## config.mk

```make
export PLATFORM = sky130hd
export DESIGN_NAME = snand_page_reader
export DESIGN_NICKNAME = d
export VERILOG_FILES = /design/src/rtl/snand_page_reader.sv
export SDC_FILE = /design/constraint.sdc
export NUM_CORES = 1
export LEC_CHECK = 0
export BUFFER_PORTS_ARGS = -buffer_cell sky130_fd_sc_hd__buf_4
export CORE_ASPECT_RATIO = 0.5
export CORE_UTILIZATION = 66
export CTS_BUF_LIST = sky130_fd_sc_hd__clkbuf_8
export DETAILED_ROUTE_END_ITERATION = 10
export PLACE_DENSITY = 0.89
export SYNTH_ARGS = -nofsm -noshare
export SYNTH_HDL_FRONTEND = slang
export SYNTH_SLANG_ARGS = --single-unit
```

## constraint.sdc

```tcl
create_clock -name clk -period 4 [get_ports clk]
set_input_delay 0.2 -clock clk [delete_from_list [all_inputs] [get_ports clk]]
set_output_delay 0.2 -clock clk [all_outputs]
set_load 0.02 [all_outputs]
```

## src/rtl/snand_page_reader.sv

```systemverilog
module snand_page_reader #(
  parameter logic [7:0]  QUAD_OP   = 8'h6B,
  parameter int          DUMMY_CYC = 8,
  parameter int          MAX_POLLS = 4096,
  parameter int          LEN_W     = 16,
  parameter int          PAGE_BLK  = 64,
  parameter logic [15:0] SPARE_COL = 16'h0800
) (
  input  logic             clk,
  input  logic             rst_n,
  input  logic             start,
  input  logic             check_bad,
  input  logic             use_quad,
  input  logic [23:0]      row_addr,
  input  logic [15:0]      col_addr,
  input  logic [LEN_W-1:0] byte_count,
  output logic             busy,
  output logic [7:0]       out_data,
  output logic             out_valid,
  input  logic             out_ready,
  output logic             done,
  output logic             ecc_error,
  output logic             timeout,
  output logic             bad_block,
  output logic             spi_sclk,
  output logic             spi_cs_n,
  output logic [3:0]       spi_dq_o,
  output logic [3:0]       spi_dq_oe,
  input  logic [3:0]       spi_dq_i
);
  localparam int DW = $clog2(DUMMY_CYC + 2);
  localparam int PW = $clog2(MAX_POLLS + 1);
  localparam int BW = $clog2(PAGE_BLK);

  localparam logic [1:0] ST_IDLE = 2'd0, ST_GAP = 2'd1, ST_XFER = 2'd2, ST_FIN = 2'd3;
  localparam logic [1:0] FR_LOAD = 2'd0, FR_POLL = 2'd1, FR_READ = 2'd2, FR_MARK = 2'd3;

  logic [1:0]       st, fr;
  logic [23:0]      row_q;
  logic [15:0]      col_q;
  logic [LEN_W-1:0] len_q, rx_left;
  logic             mark_q, quad_q, second_q, rx_quad;
  logic [31:0]      tx_sr;
  logic [5:0]       tx_bits;
  logic [DW-1:0]    dum_left;
  logic [2:0]       rx_step;
  logic [7:0]       rx_sr, mark_byte;
  logic             stat_busy, stat_bad_ecc;
  logic [PW-1:0]    polls;
  logic             sck, cs_n;

  wire sending   = tx_bits != 6'd0;
  wire dummying  = !sending && dum_left != '0;
  wire receiving = !sending && !dummying && rx_left != '0;
  wire frame_end = st == ST_XFER && !sck && !sending && !dummying && !receiving;
  wire stall     = receiving && fr == FR_READ && out_valid && !out_ready;
  wire [7:0] rx_next = rx_quad ? {rx_sr[3:0], spi_dq_i} : {rx_sr[6:0], spi_dq_i[1]};
  wire byte_last = rx_quad ? rx_step[0] : (rx_step == 3'd7);
  wire rx_done   = st == ST_XFER && sck && !sending && !dummying && byte_last;
  wire first_pg  = row_q[BW-1:0] == '0;

  assign busy      = st != ST_IDLE;
  assign spi_sclk  = sck;
  assign spi_cs_n  = cs_n;
  assign spi_dq_o  = {3'b000, sending ? tx_sr[31] : 1'b0};
  assign spi_dq_oe = (cs_n || (receiving && rx_quad)) ? 4'b0000 : 4'b0001;

  always_ff @(posedge clk or negedge rst_n) begin
    if (!rst_n) begin
      out_valid <= 1'b0;
      out_data  <= 8'h00;
    end else if (rx_done && fr == FR_READ) begin
      out_valid <= 1'b1;
      out_data  <= rx_next;
    end else if (out_ready) begin
      out_valid <= 1'b0;
    end
  end

  always_ff @(posedge clk or negedge rst_n) begin
    if (!rst_n) begin
      st <= ST_IDLE; fr <= FR_LOAD;
      row_q <= '0; col_q <= '0; len_q <= '0;
      mark_q <= 1'b0; quad_q <= 1'b0; second_q <= 1'b0; rx_quad <= 1'b0;
      tx_sr <= '0; tx_bits <= '0; dum_left <= '0; rx_left <= '0;
      rx_step <= '0; rx_sr <= '0; mark_byte <= '0;
      stat_busy <= 1'b0; stat_bad_ecc <= 1'b0; polls <= '0;
      sck <= 1'b0; cs_n <= 1'b1;
      done <= 1'b0; ecc_error <= 1'b0; timeout <= 1'b0; bad_block <= 1'b0;
    end else begin
      done <= 1'b0;
      case (st)
        ST_IDLE: if (start) begin
          row_q <= row_addr; col_q <= col_addr; len_q <= byte_count;
          mark_q <= check_bad; quad_q <= use_quad; second_q <= 1'b0;
          ecc_error <= 1'b0; timeout <= 1'b0; bad_block <= 1'b0;
          fr <= FR_LOAD; st <= ST_GAP;
        end
        ST_GAP: begin
          cs_n <= 1'b0; sck <= 1'b0; rx_step <= '0;
          dum_left <= '0; rx_quad <= 1'b0; st <= ST_XFER;
          case (fr)
            FR_LOAD: begin
              tx_sr <= {8'h13, row_q}; tx_bits <= 6'd32; rx_left <= '0;
            end
            FR_POLL: begin
              tx_sr <= {16'h0FC0, 16'h0000}; tx_bits <= 6'd16; rx_left <= LEN_W'(1);
            end
            FR_READ: begin
              rx_left <= len_q;
              if (quad_q) begin
                tx_sr <= {QUAD_OP, col_q, 8'h00}; tx_bits <= 6'd24;
                dum_left <= DW'(DUMMY_CYC); rx_quad <= 1'b1;
              end else begin
                tx_sr <= {8'h03, col_q, 8'h00}; tx_bits <= 6'd32;
              end
            end
            default: begin
              tx_sr <= {8'h03, SPARE_COL, 8'h00}; tx_bits <= 6'd32; rx_left <= LEN_W'(1);
            end
          endcase
        end
        ST_XFER: begin
          if (frame_end) begin
            cs_n <= 1'b1;
            case (fr)
              FR_LOAD: begin
                fr <= FR_POLL; polls <= '0; st <= ST_GAP;
              end
              FR_POLL: begin
                polls <= polls + 1'b1;
                if (stat_busy) begin
                  if (polls == PW'(MAX_POLLS - 1)) begin
                    timeout <= 1'b1; st <= ST_FIN;
                  end else st <= ST_GAP;
                end else begin
                  if (stat_bad_ecc) ecc_error <= 1'b1;
                  if (mark_q) begin
                    fr <= FR_MARK; st <= ST_GAP;
                  end else if (len_q == '0) st <= ST_FIN;
                  else begin
                    fr <= FR_READ; st <= ST_GAP;
                  end
                end
              end
              FR_READ: st <= ST_FIN;
              default: begin
                if (mark_byte != 8'hFF) begin
                  bad_block <= 1'b1; st <= ST_FIN;
                end else if (first_pg && !second_q) begin
                  second_q <= 1'b1; row_q <= row_q + 24'd1;
                  fr <= FR_LOAD; st <= ST_GAP;
                end else st <= ST_FIN;
              end
            endcase
          end else if (!sck) begin
            if (!stall) sck <= 1'b1;
          end else begin
            sck <= 1'b0;
            if (sending) begin
              tx_sr <= {tx_sr[30:0], 1'b0};
              tx_bits <= tx_bits - 6'd1;
            end else if (dummying) begin
              dum_left <= dum_left - 1'b1;
            end else begin
              rx_sr <= rx_next;
              rx_step <= rx_step + 3'd1;
              if (byte_last) begin
                rx_step <= '0;
                rx_left <= rx_left - 1'b1;
                if (fr == FR_POLL) begin
                  stat_busy <= rx_next[0];
                  stat_bad_ecc <= rx_next[5];
                end
                if (fr == FR_MARK) mark_byte <= rx_next;
              end
            end
          end
        end
        default: if (!out_valid) begin
          done <= 1'b1; st <= ST_IDLE;
        end
      endcase
    end
  end
endmodule


```

==> results of run 1 <==
## what timing repair did
action / in CTS / in global routing
hold buffers: 36 / 0
hold endpoints to repair: 134 / 0
buffers inserted: 0 / 0
## worst min path at each step
stage / start / to / slack, ns
global placement: rst_n / out_data[2] / 0.36
detailed placement: rst_n / out_data[7] / 0.37
finish: row_addr[7] / row_q[7] / 0.04
CTS: row_addr[7] / row_q[7] / 0.02
global route: row_addr[14] / row_q[14] / 0.05
floorplan: rst_n / bad_block / -0.1
## sequential cells by signal, indices dropped and copies added, names as in the netlist, 2 cells and up
register	count
row_q	24
len_q	16
rx_sr	7
rx_step	3
st	2
tx_sr	32
dum_left	4
out_data	8
mark_byte	8
tx_bits	6
col_q	16
fr	2
polls	13
rx_left	16
## report_power, final
part | internal (W) | switching (W)
registers | 0.00172 | 0.00000130
clock network | 0.000703 | 0.000663
logic | 0.0000667 | 0.0000601
total | 0.00249 | 0.000724
## stage by stage
| stage | cells | hold slack, ns |
|---|---|---|
| after detailed placement | 1163 | 0.368 |
| final | 1231 | 0.0378 |
| after global placement | 1163 | 0.361 |
| after floorplan | 962 | -0.0956 |
| after CTS | 1231 | 0.0178 |
| after global routing | 1231 | 0.0527 |
## cell usage after synthesis, drive strengths merged, types with 4 or more instances
library cell,count,area [µm²]
nand2,185,697
dfrtp,169,4230
nor2,108,405
o21ai,69,345
a21oi,55,279
clkbuf,52,195
inv,27,101
nand3,27,135
a31oi,22,138
a22o,20,175
a221oi,18,158
mux2i,18,180
ha,15,188
nor3,15,80.1
nor4,14,145
o22ai,13,81.3
and3,12,75.1
nand4,12,75.1
or4,10,75.1
buf,9,58.8
nand2b,8,50.1
o22a,7,61.3
and2,6,37.5
a32oi,5,43.8
o31ai,5,37.5
nor3b,4,30.0
## metal layers
metal  wire length (µm)  global-route usage, %
met5                  0                      0
met4                522                   13.2
met3               2670                   7.74
met2              11100                   60.9
met1               9460                   49.0
## area by class of cell
| class | instances | area (µm²) |
|---|---|---|
| Multi-Input combinational cell | 704 | 3950 |
| Clock buffer | 18 | 248 |
| Sequential cell | 170 | 4260 |
| Tap cell | 165 | 206 |
| Timing Repair Buffer | 133 | 1100 |
| Fill cell | 716 | 2140 |
| Inverter | 27 | 101 |
| Clock inverter | 14 | 195 |
## cell families after synthesis
| group | count (synthesis) |
|---|---|
| mux | 21 |
| fa+ha+maj | 15 |
| simple gates | 416 |
| xor+xnor | 2 |
| buf+inv | 88 |
| flops | 170 |
| other cells | 1 |
| compound gates | 244 |
## worst max-delay path, stage by stage, from the launching register on
cell                      delay [ns]
sky130_fd_sc_hd__dfrtp_1        0.43
sky130_fd_sc_hd__inv_1          0.07
sky130_fd_sc_hd__ha_1           0.21
sky130_fd_sc_hd__nor3b_1        0.30
sky130_fd_sc_hd__and4_1         0.36
sky130_fd_sc_hd__nand3_1        0.40
sky130_fd_sc_hd__a221o_1        0.51
sky130_fd_sc_hd__mux2_1         0.35
==> qor.log, run 1 <==
[status] status complete, no violations
[logic_synthesis] Synth Area per Inst 8.91 µm²
[clocking] buffers from clock root to sink, at most 2
[clocking] CTS resizes 0
[place] global placer's final weighted congestion 0.893
[global_routing] antenna violations before repair 0
[logic_synthesis] adder and majority gate portion of the synthesized area 2.20%
[finish] Total Nets Final 1134
[power_and_ir_drop] power density over cell area 319 mW/mm²
[run] Max Cap Viol 0
[logic_synthesis] share of synthesized cell area in and, or, nand and nor gates 22.6%
[sta] Worst Setup Slack, final 1.22 ns
[drt] Detailed Route Iter0 Violations 1042
[setup_path] worst setup path endpoint fr[0]
[setup_path] endpoint kind of the worst setup timing path flip-flop
[sta] minimum period implied by the final worst setup slack 2.78 ns
[logic_synthesis] Cells after Synth 957
[global_routing] maximum number of pins on one net before global-route repair 102
[power_and_ir_drop] overall power 0.00321 W
[sta] share of the cycle needed by the critical path after routing 69.4%
[global_routing] number of global-route vias before repair 7620
[drt] Vias/cell 6.61
[logic_synthesis] ys async rst share 100%
[sta] final number of max-transition violations 0
[sta] sum of negative setup slack 0 ns
[sta] final setup skew 0.00809 ns
[drt] total via count after detailed routing 8132
[sta] final hold violation count 0
[place] input/output buffers 83
[logic_synthesis] Synthesis Warnings 0
[finish] share of post-route cells with drive strength above 1 13.6%
[clocking] clock-pin slew of the registers on the worst-case setup and hold paths 0.09 ns
[hold_path] min-delay worst type in -> reg
[setup_path] Reg2Reg Setup Slack 1.22 ns
[logic_synthesis] main combinational cell family by area after synthesis simple AND/OR/NAND/NOR gates
[finish] most common cell after layout, fill and taps aside sky130_fd_sc_hd__nand2_1
[setup_path] element type at the critical path start flip-flop
[sta] worst-margin pin slew 1.30 ns
[power_and_ir_drop] IR drop worst, VDD 0.238 mV
[sta] highest clock frequency the design can meet 360 MHz
[clocking] root buffer selected by CTS sky130_fd_sc_hd__clkbuf_8
[finish] synthesis-to-finish area growth 17.9%
[floorplan] width of the die 163 µm
[setup_path] R2R Path End fr[0]
[place] worst slack after detailed placement 1.38 ns
[clocking] clock latency of the later-clocked register in the worst-skew pair 0.45 ns
[clocking] clock net sink count 170
[clocking] total CTS buffers 17
[logic_synthesis] number of enable-type register cells in the synthesized netlist 0
[logic_synthesis] Synth Register Bits 170
[floorplan] io pins 90
[logic_synthesis] xor/xnor share of the synthesized area 0.205%
[sta] worst slew slack as a fraction of its limit 13.1%
[drt] post-detailed-route DRC marker count 0
[setup_path] Worst Setup SP dum_left[0]
[floorplan] number of standard-cell rows in the floorplan 28
[logic_synthesis] primary flip-flop cell chosen by synthesis mapping sky130_fd_sc_hd__dfrtp_1
[logic_synthesis] multiplexer share of the synthesized area 2.51%
[logic_synthesis] area fraction in compound gates after synthesis 18.4%
[floorplan] effective utilization at floorplan 69.9%
[logic_synthesis] distinct cell type count after synthesis 66
[drt] average wire per standard cell 19.3 µm
[clocking] CTS H-Tree Depth 4
[finish] Finished Core Util 82.5%
[setup_path] peak fanout along the critical path 9
[setup_path] required time worst endpoint 4.33 ns
[floorplan] area of the core region 0.0122 mm²
[setup_path] R2R depth 7
[finish] Non-Filler Cell Area, Final 0.0101 mm²
[place] sum of net half-perimeters after detailed placement 15100 µm
[logic_synthesis] sequential cell area fraction in the yosys report 49.9%
[drt] overall routed net length 23800 µm
[setup_path] data arrival time at the worst-slack endpoint 3.10 ns
[setup_path] FF-to-FF Start dum_left[0]
[logic_synthesis] post-synthesis instance area 0.00853 mm²
[finish] antenna fix cells 0
[sta] setup violation total in the final timing report 0
[hold_path] depth of the worst hold-timing path 3
[drt] number of iterations in the first detailed-routing pass 5
[setup_path] kind of critical path reg -> reg
[finish] most used cells in the layout excluding fill and tap cells 184 x sky130_fd_sc_hd__nand2_1, 169 x sky130_fd_sc_hd__dfrtp_1, 108 x sky130_fd_sc_hd__nor2_1, 95 x sky130_fd_sc_hd__buf_4, 54 x sky130_fd_sc_hd__a21oi_1
[clocking] TritonCTS clock tree built
[sta] setup repair after global routing missed its margin no
[floorplan] Die Area 0.0134 mm²
[drt] post-detailed-route count of antenna-violating nets 0
[global_routing] global-route wire length before repair 38000 µm
[power_and_ir_drop] leakage power summed over all cells 4.80 nW
[floorplan] die span in y 82.4 µm
[global_routing] GR Util All Layers 36.9%
[place] total placed instance area 0.00925 mm²
[global_routing] residual overflow from global routing 0
(Power assumes the default switching activity.)
==> run 2: changes to the inputs <==
- ABC_AREA: default -> 1
- CORE_UTILIZATION: 66 -> 56
- PLACE_DENSITY: 0.89 -> 0.8
- clock period: 4 -> 2.4 ns (I/O delays scaled with it)
==> run 2 against run 1 <==
Cell count up 29%. Non-clock buffer count increased by 31. Design area rose by 10%. Synthesized cell count rose by 28%. Sequential power rose to 2.8 times the previous value. Total power increased to 4.0 times the previous value. Via count rose by 7.8%. First-iteration DRC count is 26% lower. Clock power rose by 53%. Critical path depth increased by 1. Largest power group is now combinational logic. Clock skew up 0.011 ns. Core utilization is 12 points lower.
==> qor.log, run 2 <==
[sta] final number of max-transition violations 0 [unchanged]
[floorplan] number of standard-cell rows in the floorplan 32 [was 28]
[logic_synthesis] top post-synthesis cells by count 352 x sky130_fd_sc_hd__nand2_1, 169 x sky130_fd_sc_hd__dfrtp_1, 149 x sky130_fd_sc_hd__nor2_1, 115 x sky130_fd_sc_hd__inv_1, 106 x sky130_fd_sc_hd__o21ai_0 [was 184 x sky130_fd_sc_hd__nand2_1, 169 x sky130_fd_sc_hd__dfrtp_1, 108 x sky130_fd_sc_hd__nor2_1, 54 x sky130_fd_sc_hd__a21oi_1, 52 x sky130_fd_sc_hd__clkbuf_1]
[logic_synthesis] top area cells in the synthesized netlist sky130_fd_sc_hd__dfrtp_1 46%, sky130_fd_sc_hd__nand2_1 14%, sky130_fd_sc_hd__nor2_1 6.1%, sky130_fd_sc_hd__o21ai_0 5.7%, sky130_fd_sc_hd__inv_1 4.7% [was sky130_fd_sc_hd__dfrtp_1 50%, sky130_fd_sc_hd__nand2_1 8.1%, sky130_fd_sc_hd__nor2_1 4.8%, sky130_fd_sc_hd__a21oi_1 3.2%, sky130_fd_sc_hd__clkbuf_1 2.3%]
[logic_synthesis] most used standard cell by instance count after synthesis sky130_fd_sc_hd__nand2_1 [unchanged]
[sta] worst slew slack as a fraction of its limit 53.0% [was 13.1%]
[finish] number of flip-flops in the largest register 32 [unchanged]
[logic_synthesis] area fraction of the dominant cell type after synthesis 45.8% [was 49.6%]
[sta] final setup skew 0.0192 ns [was 0.00809 ns]
[global_routing] maximum number of pins on one net before global-route repair 74 [was 102]
[drt] post-detailed-route DRC marker count 0 [unchanged]
[drt] post-detailed-route count of antenna-violating nets 0 [unchanged]
[clocking] clock latency of the later-clocked register in the worst-skew pair 0.48 ns [was 0.45 ns]
[sta] Worst Setup Slack, final 0.209 ns [was 1.22 ns]
[finish] Finished Core Util 70.3% [was 82.5%]
[floorplan] Die Area 0.0170 mm² [was 0.0134 mm²]
[global_routing] residual overflow from global routing 0 [unchanged]
[drt] Vias/cell 5.50 [was 6.61]
[global_routing] antenna violations before repair 0 [unchanged]
[logic_synthesis] Synth Area per Inst 7.52 µm² [was 8.91 µm²]
[finish] layout filler cell count 1214 [was 716]
[power_and_ir_drop] overall power 0.0128 W [was 0.00321 W]
[place] worst slack after detailed placement 0.265 ns [was 1.38 ns]
[clocking] root buffer selected by CTS sky130_fd_sc_hd__clkbuf_8 [unchanged]
[place] sum of net half-perimeters after detailed placement 16100 µm [was 15100 µm]
[logic_synthesis] post-synthesis instance area 0.00923 mm² [was 0.00853 mm²]
[finish] most flop-heavy register tx_sr [unchanged]
[finish] share of post-route cells with drive strength above 1 12.0% [was 13.6%]
[status] status complete, no violations [unchanged]
[clocking] clock-pin slew of the registers on the worst-case setup and hold paths 0.11 ns [was 0.09 ns]
[setup_path] endpoint kind of the worst setup timing path output pin [was flip-flop]
[logic_synthesis] primary flip-flop cell chosen by synthesis mapping sky130_fd_sc_hd__dfrtp_1 [unchanged]
[floorplan] width of the die 184 µm [was 163 µm]
[hold_path] min-delay worst type in -> reg [unchanged]
[floorplan] effective utilization at floorplan 58.6% [was 69.9%]
[global_routing] global-route wire length before repair 39300 µm [was 38000 µm]
[place] global placer's final weighted congestion 0.925 [was 0.893]
[finish] synthesis-to-finish area growth 19.9% [was 17.9%]
[sta] worst-margin pin slew 0.704 ns [was 1.30 ns]
[power_and_ir_drop] IR drop worst, VDD 0.590 mV [was 0.238 mV]
[setup_path] kind of critical path reg -> out [was reg -> reg]
[logic_synthesis] ys async rst share 100% [unchanged]
[power_and_ir_drop] power density over cell area 1160 mW/mm² [was 319 mW/mm²]
[drt] Detailed Route Iter0 Violations 776 [was 1042]
[place] input/output buffers 83 [unchanged]
[setup_path] peak fanout along the critical path 5 [was 9]
[power_and_ir_drop] leakage power summed over all cells 5.43 nW [was 4.80 nW]
[logic_synthesis] area leader, netlist sky130_fd_sc_hd__dfrtp_1 [unchanged]
[clocking] buffers from clock root to sink, at most 2 [unchanged]
[setup_path] data arrival time at the worst-slack endpoint 2.07 ns [was 3.10 ns]
[global_routing] number of global-route vias before repair 8145 [was 7620]
[clocking] clock net sink count 170 [unchanged]
[logic_synthesis] Synth Register Bits 170 [unchanged]
[finish] Total Nets Final 1441 [was 1134]
[run] Max Cap Viol 0 [unchanged]
[logic_synthesis] number of enable-type register cells in the synthesized netlist 0 [unchanged]
[clocking] number of buffers inserted to repair setup after CTS 0 [unchanged]
[drt] average wire per standard cell 15.2 µm [was 19.3 µm]
[sta] share of the cycle needed by the critical path after routing 91.3%
[sta] highest clock frequency the design can meet 456 MHz
[sta] minimum period implied by the final worst setup slack 2.19 ns
[finish] antenna fix cells 0 [unchanged]
[drt] number of iterations in the first detailed-routing pass 6 [was 5]
[logic_synthesis] Cells after Synth 1227 [was 957]
[drt] overall routed net length 24200 µm [was 23800 µm]
[setup_path] required time worst endpoint 2.28 ns [was 4.33 ns]
[clocking] total CTS buffers 17 [unchanged]
[clocking] TritonCTS clock tree built [unchanged]
[floorplan] die span in y 92.8 µm [was 82.4 µm]
[drt] total via count after detailed routing 8769 [was 8132]
[logic_synthesis] Synthesis Warnings 0 [unchanged]
[finish] biggest regs tx_sr (32), row_q (24) [unchanged]
[sta] final hold violation count 0 [unchanged]
[global_routing] GR Util All Layers 29.5% [was 36.9%]
[floorplan] area of the core region 0.0157 mm² [was 0.0122 mm²]
[sta] setup violation total in the final timing report 0 [unchanged]
[logic_synthesis] distinct cell type count after synthesis 43 [was 66]
[logic_synthesis] sequential cell area fraction in the yosys report 46.1% [was 49.9%]
[setup_path] element type at the critical path start flip-flop [unchanged]
[floorplan] io pins 90 [unchanged]
[clocking] CTS H-Tree Depth 4 [unchanged]
[finish] most used cells in the layout excluding fill and tap cells 352 x sky130_fd_sc_hd__nand2_1, 169 x sky130_fd_sc_hd__dfrtp_1, 149 x sky130_fd_sc_hd__nor2_1, 117 x sky130_fd_sc_hd__inv_1, 106 x sky130_fd_sc_hd__o21ai_0 [was 184 x sky130_fd_sc_hd__nand2_1, 169 x sky130_fd_sc_hd__dfrtp_1, 108 x sky130_fd_sc_hd__nor2_1, 95 x sky130_fd_sc_hd__buf_4, 54 x sky130_fd_sc_hd__a21oi_1]
[finish] most common cell after layout, fill and taps aside sky130_fd_sc_hd__nand2_1 [unchanged]
run 2: kinds of logic (layout without fill, tap and decap cells):
kind of cell / after synthesis / in the layout / share of synthesized area, %
buffers and inverters: 173 / 314 / 8.03
adder cells (fa/ha/maj): 15 / 15 / 2.03
AND/OR/NAND/NOR: 631 / 631 / 28.6
AO/OA/AOI/OAI: 212 / 212 / 12.7
multiplexers: 8 / 8 / 0.868
XOR/XNOR: 17 / 17 / 1.61
flip-flops: 170 / 170 / 46.1
other: 1 / 6 / 0.0406
run 2: path summary, 6_finish.rpt:
path / start / endpoint / slack (ns) / cells past startpoint
min in group asynchronous: rst_n / rx_left[14] / 0.23 / 2
max in group asynchronous: rst_n / row_q[4] / 1.34 / 3
worst min register to register: out_data[6] / out_data[6] / 0.48 / 2
worst min-delay path: row_addr[6] / row_q[6] / 0.003 / 5
worst max-delay path: tx_bits[1] / spi_dq_oe[0] / 0.21 / 8
worst max register to register: st[1] / tx_bits[2] / 0.24 / 8
run 2: what timing repair did:
| item | CTS | global route |
|---|---|---|
| gates resized for setup | 0 | 2 |
| hold buffers | 59 | 0 |
| setup endpoints to repair | 0 | 2 |
| endpoints found under the hold margin | 127 | 0 |
run 2: layout make-up:
class | instances | area (µm²) | share of cell area (%)
repair buffers | 164 | 1430 | 13.0
inverters | 118 | 443 | 4.00
well taps | 221 | 277 | 2.50
multi-input cells | 889 | 4260 | 38.5
flip-flops and latches | 170 | 4260 | 38.5
clock inverters | 14 | 146 | 1.32
clock buffers | 18 | 248 | 2.24
run 2: critical path, cell delays in order (launching register included):
cell and delay [ns]:
sky130_fd_sc_hd__dfrtp_1 0.39, sky130_fd_sc_hd__inv_1 0.12, sky130_fd_sc_hd__ha_1 0.22, sky130_fd_sc_hd__nand3_2 0.17
sky130_fd_sc_hd__nor2_4 0.17, sky130_fd_sc_hd__nand2_1 0.10, sky130_fd_sc_hd__o21ai_0 0.20, sky130_fd_sc_hd__inv_1 0.06
sky130_fd_sc_hd__buf_4 0.15
run 2: per-stage QoR:
step	instances	cell area [µm²]	setup TNS, ns	hold slack [ns]
global route	1594	11100	-0.0159	0.0282
finish	1594	11100	0	0.00272
global placement	1503	10100	0	0.201
CTS	1594	11100	0	0.00322
detailed placement	1503	10100	0	0.199
floorplan	1232	9250	0	-0.176
run 2: routing by layer:
| layer | part of all wire, % | track usage [%] | wire length (µm) | vias to the layer above |
|---|---|---|---|---|
| li1 | - | - | - | 4212 |
| met1 | 45 | 40.3 | 10900 | 4148 |
| met2 | 46 | 47.9 | 11200 | 371 |
| met3 | 7.1 | 6.10 | 1720 | 38 |
| met4 | 1.6 | 8.19 | 394 | 0 |
| met5 | 0 | 0 | 0 | - |
run 2: report_power, final:
part	total (W)	leakage, nW	internal, W	switching (W)
Combinational	0.00592	3.10	0.00205	0.00387
Sequential	0.00483	2.12	0.00391	0.000916
Clock	0.00209	0.200	0.000957	0.00114
==> run 3: changes to the inputs <==
- RECOVER_POWER: default -> 50
==> run 3 against run 2 <==
Sequential share of layout area grew 0.17 points. Setup slack gained 0.0042 ns. The flow now finishes with violations (max-capacitance violations, max-slew violations). Critical endpoint unchanged. Sequential cell count is the same. Global-route usage is the same. Clock skew shrank 0.0039 ns.
==> qor.log, run 3 (synthesis gave the netlist of run 2 again) <==
[status] status finished with violations [was complete, no violations]
[status] failing checks max-capacitance violations, max-slew violations
[global_routing] number of global-route vias before repair 8145 [unchanged]
[power_and_ir_drop] Sw Pwr 0.00591 W [was 0.00592 W]
[finish] most flop-heavy register tx_sr [unchanged]
[clocking] CTS H-Tree Depth 4 [unchanged]
[setup_path] data arrival time at the worst-slack endpoint 2.07 ns [about the same]
[sta] sum of negative setup slack 0 ns [unchanged]
[clocking] clock latency of the later-clocked register in the worst-skew pair 0.48 ns [about the same]
[drt] average wire per standard cell 15.1 µm [was 15.2 µm]
[floorplan] effective utilization at floorplan 58.6% [unchanged]
[setup_path] peak fanout along the critical path 5 [unchanged]
[global_routing] global-route wire length before repair 39300 µm [unchanged]
[setup_path] endpoint kind of the worst setup timing path output pin [unchanged]
[run] Max Cap Viol 1 [was 0]
[hold_path] min-delay worst type in -> reg [unchanged]
[drt] post-detailed-route DRC marker count 0 [unchanged]
[floorplan] Die Area 0.0170 mm² [unchanged]
[finish] antenna fix cells 0 [unchanged]
[global_routing] antenna violations before repair 0 [unchanged]
[setup_path] element type at the critical path start flip-flop [unchanged]
[drt] Detailed Route Iter0 Violations 733 [was 776]
[floorplan] die span in y 92.8 µm [unchanged]
[power_and_ir_drop] IR drop worst, VDD 0.590 mV [about the same]
[drt] overall routed net length 24100 µm [was 24200 µm]
[finish] Finished Core Util 70.0% [was 70.3%]
[floorplan] number of standard-cell rows in the floorplan 32 [unchanged]
[finish] number of flip-flops in the largest register 32 [unchanged]
[sta] Worst Setup Slack, final 0.213 ns [was 0.209 ns]
[drt] total via count after detailed routing 8682 [was 8769]
[finish] share of post-route cells with drive strength above 1 11.1% [was 12.0%]
[finish] Layout Cells excl Fill 1594 [unchanged]
[place] input/output buffers 83 [unchanged]
[clocking] clock-pin slew of the registers on the worst-case setup and hold paths 0.10 ns [was 0.11 ns]
[clocking] TritonCTS clock tree built [unchanged]
[sta] share of the cycle needed by the critical path after routing 91.1% [was 91.3%]
[power_and_ir_drop] cell-internal power 0.00691 W [was 0.00692 W]
[floorplan] width of the die 184 µm [unchanged]
[setup_path] kind of critical path reg -> out [unchanged]
[sta] highest clock frequency the design can meet 457 MHz [was 456 MHz]
[global_routing] residual overflow from global routing 0 [unchanged]
[sta] final number of max-transition violations 72 [was 0]
[place] post-placement cell count 1503 [unchanged]
[clocking] root buffer selected by CTS sky130_fd_sc_hd__clkbuf_8 [unchanged]
[clocking] total CTS buffers 17 [unchanged]
[sta] minimum period implied by the final worst setup slack 2.19 ns [about the same]
[finish] most used cells in the layout excluding fill and tap cells 352 x sky130_fd_sc_hd__nand2_1, 169 x sky130_fd_sc_hd__dfrtp_1, 149 x sky130_fd_sc_hd__nor2_1, 118 x sky130_fd_sc_hd__inv_1, 106 x sky130_fd_sc_hd__o21ai_0 [was 352 x sky130_fd_sc_hd__nand2_1, 169 x sky130_fd_sc_hd__dfrtp_1, 149 x sky130_fd_sc_hd__nor2_1, 117 x sky130_fd_sc_hd__inv_1, 106 x sky130_fd_sc_hd__o21ai_0]
[global_routing] GR Util All Layers 29.5% [unchanged]
[power_and_ir_drop] overall power 0.0128 W [about the same]
[clocking] buffers from clock root to sink, at most 2 [unchanged]
[floorplan] area of the core region 0.0157 mm² [unchanged]
[drt] number of iterations in the first detailed-routing pass 5 [was 6]
[finish] biggest regs tx_sr (32), row_q (24) [unchanged]
[setup_path] required time worst endpoint 2.28 ns [about the same]
[finish] Total Nets Final 1441 [unchanged]
[power_and_ir_drop] leakage power summed over all cells 5.38 nW [was 5.43 nW]
[sta] final setup skew 0.0153 ns [was 0.0192 ns]
[sta] final hold violation count 0 [unchanged]
[power_and_ir_drop] logic gate share of total power 46.1% [about the same]
[drt] post-detailed-route count of antenna-violating nets 0 [unchanged]
[power_and_ir_drop] proportion of power drawn by the clock network 16.3% [about the same]
[sta] worst slew slack as a fraction of its limit -26.9% [was 53.0%]
[power_and_ir_drop] Net Sw Frac 46.1% [about the same]
[sta] setup violation total in the final timing report 0 [unchanged]
[sta] worst-margin pin slew 1.90 ns [was 0.704 ns]
[floorplan] io pins 90 [unchanged]
[global_routing] maximum number of pins on one net before global-route repair 74 [unchanged]
[finish] synthesis-to-finish area growth 19.4% [was 19.9%]
[place] global placer's final weighted congestion 0.925 [unchanged]
[clocking] clock net sink count 170 [unchanged]
[power_and_ir_drop] power density over cell area 1160 mW/mm² [about the same]
[finish] layout filler cell count 1237 [was 1214]
[place] worst slack after detailed placement 0.265 ns [unchanged]
[finish] most common cell after layout, fill and taps aside sky130_fd_sc_hd__nand2_1 [unchanged]
[place] sum of net half-perimeters after detailed placement 16100 µm [unchanged]
[power_and_ir_drop] sequential fraction of design power 37.6% [about the same]
[drt] Vias/cell 5.45 [was 5.50]
## run 3: cell type report
| class | count | area, µm² | area share, % |
|---|---|---|---|
| timing repair buffer | 164 | 1390 | 12.6 |
| clock inverter | 14 | 146 | 1.33 |
| tap | 221 | 277 | 2.51 |
| sequential | 170 | 4260 | 38.6 |
| clock buffer | 18 | 248 | 2.25 |
| inverter | 118 | 443 | 4.02 |
| multi-input combinational | 889 | 4260 | 38.7 |
## run 3: worst max-delay path: stages, from the launching register on
cell	delay [ns]
sky130_fd_sc_hd__dfrtp_1	0.39
sky130_fd_sc_hd__inv_1	0.13
sky130_fd_sc_hd__ha_1	0.22
sky130_fd_sc_hd__nand3_2	0.17
sky130_fd_sc_hd__nor2_4	0.17
sky130_fd_sc_hd__nand2_1	0.10
sky130_fd_sc_hd__o21ai_0	0.20
sky130_fd_sc_hd__inv_1	0.06
sky130_fd_sc_hd__buf_4	0.15
## run 3: power groups by stage
stage / Sequential [W] / Clock (W) / Combinational, W
3_5_place_dp: 0.00481 / 0 / 0.00569
4_1_cts: 0.00477 / 0.00210 / 0.00580
6_report: 0.00482 / 0.00209 / 0.00591
5_1_grt: 0.00492 / 0.00221 / 0.00664
3_3_place_gp: 0.00479 / 0 / 0.00553
2_1_floorplan: 0.00457 / 0 / 0.00435
## run 3: per-stage QoR
stage	hold WS [ns]	area (µm²)
final	0.00285	11000
after CTS	0.00322	11100
after detailed placement	0.199	10100
after global routing	0.0282	11000
after global placement	0.201	10100
after floorplan	-0.176	9250
## run 3: repair_timing
action / 4_1_cts / 5_1_grt
endpoints found under the hold margin: 127 / 0
gates resized for setup: 0 / 2
hold buffers: 59 / 0
setup buffers: 0 / 0
setup endpoints to repair: 0 / 2
## run 3: final timing paths
path | from | slack [ns] | depth (start not counted) | to
min reg2reg | out_data[7] | 0.48 | 2 | out_data[7]
max | tx_bits[1] | 0.21 | 8 | spi_dq_oe[0]
min | row_addr[6] | 0.003 | 5 | row_q[6]
min in group asynchronous | rst_n | 0.70 | 2 | rx_left[14]
max in group asynchronous | rst_n | 0.46 | 3 | row_q[4]
max reg2reg | st[1] | 0.25 | 8 | tx_bits[2]
## run 3: routing by layer
| layer | part of all wire, % | global-route usage, % | vias to the layer above | routed length [µm] |
|---|---|---|---|---|
| met2 | 46 | 47.9 | 343 | 11200 |
| met1 | 45 | 40.3 | 4094 | 10900 |
| met4 | 1.6 | 8.19 | 0 | 380 |
| li1 | - | - | 4208 | - |
| met3 | 6.8 | 6.10 | 37 | 1640 |
| met5 | 0 | 0 | - | 0 |
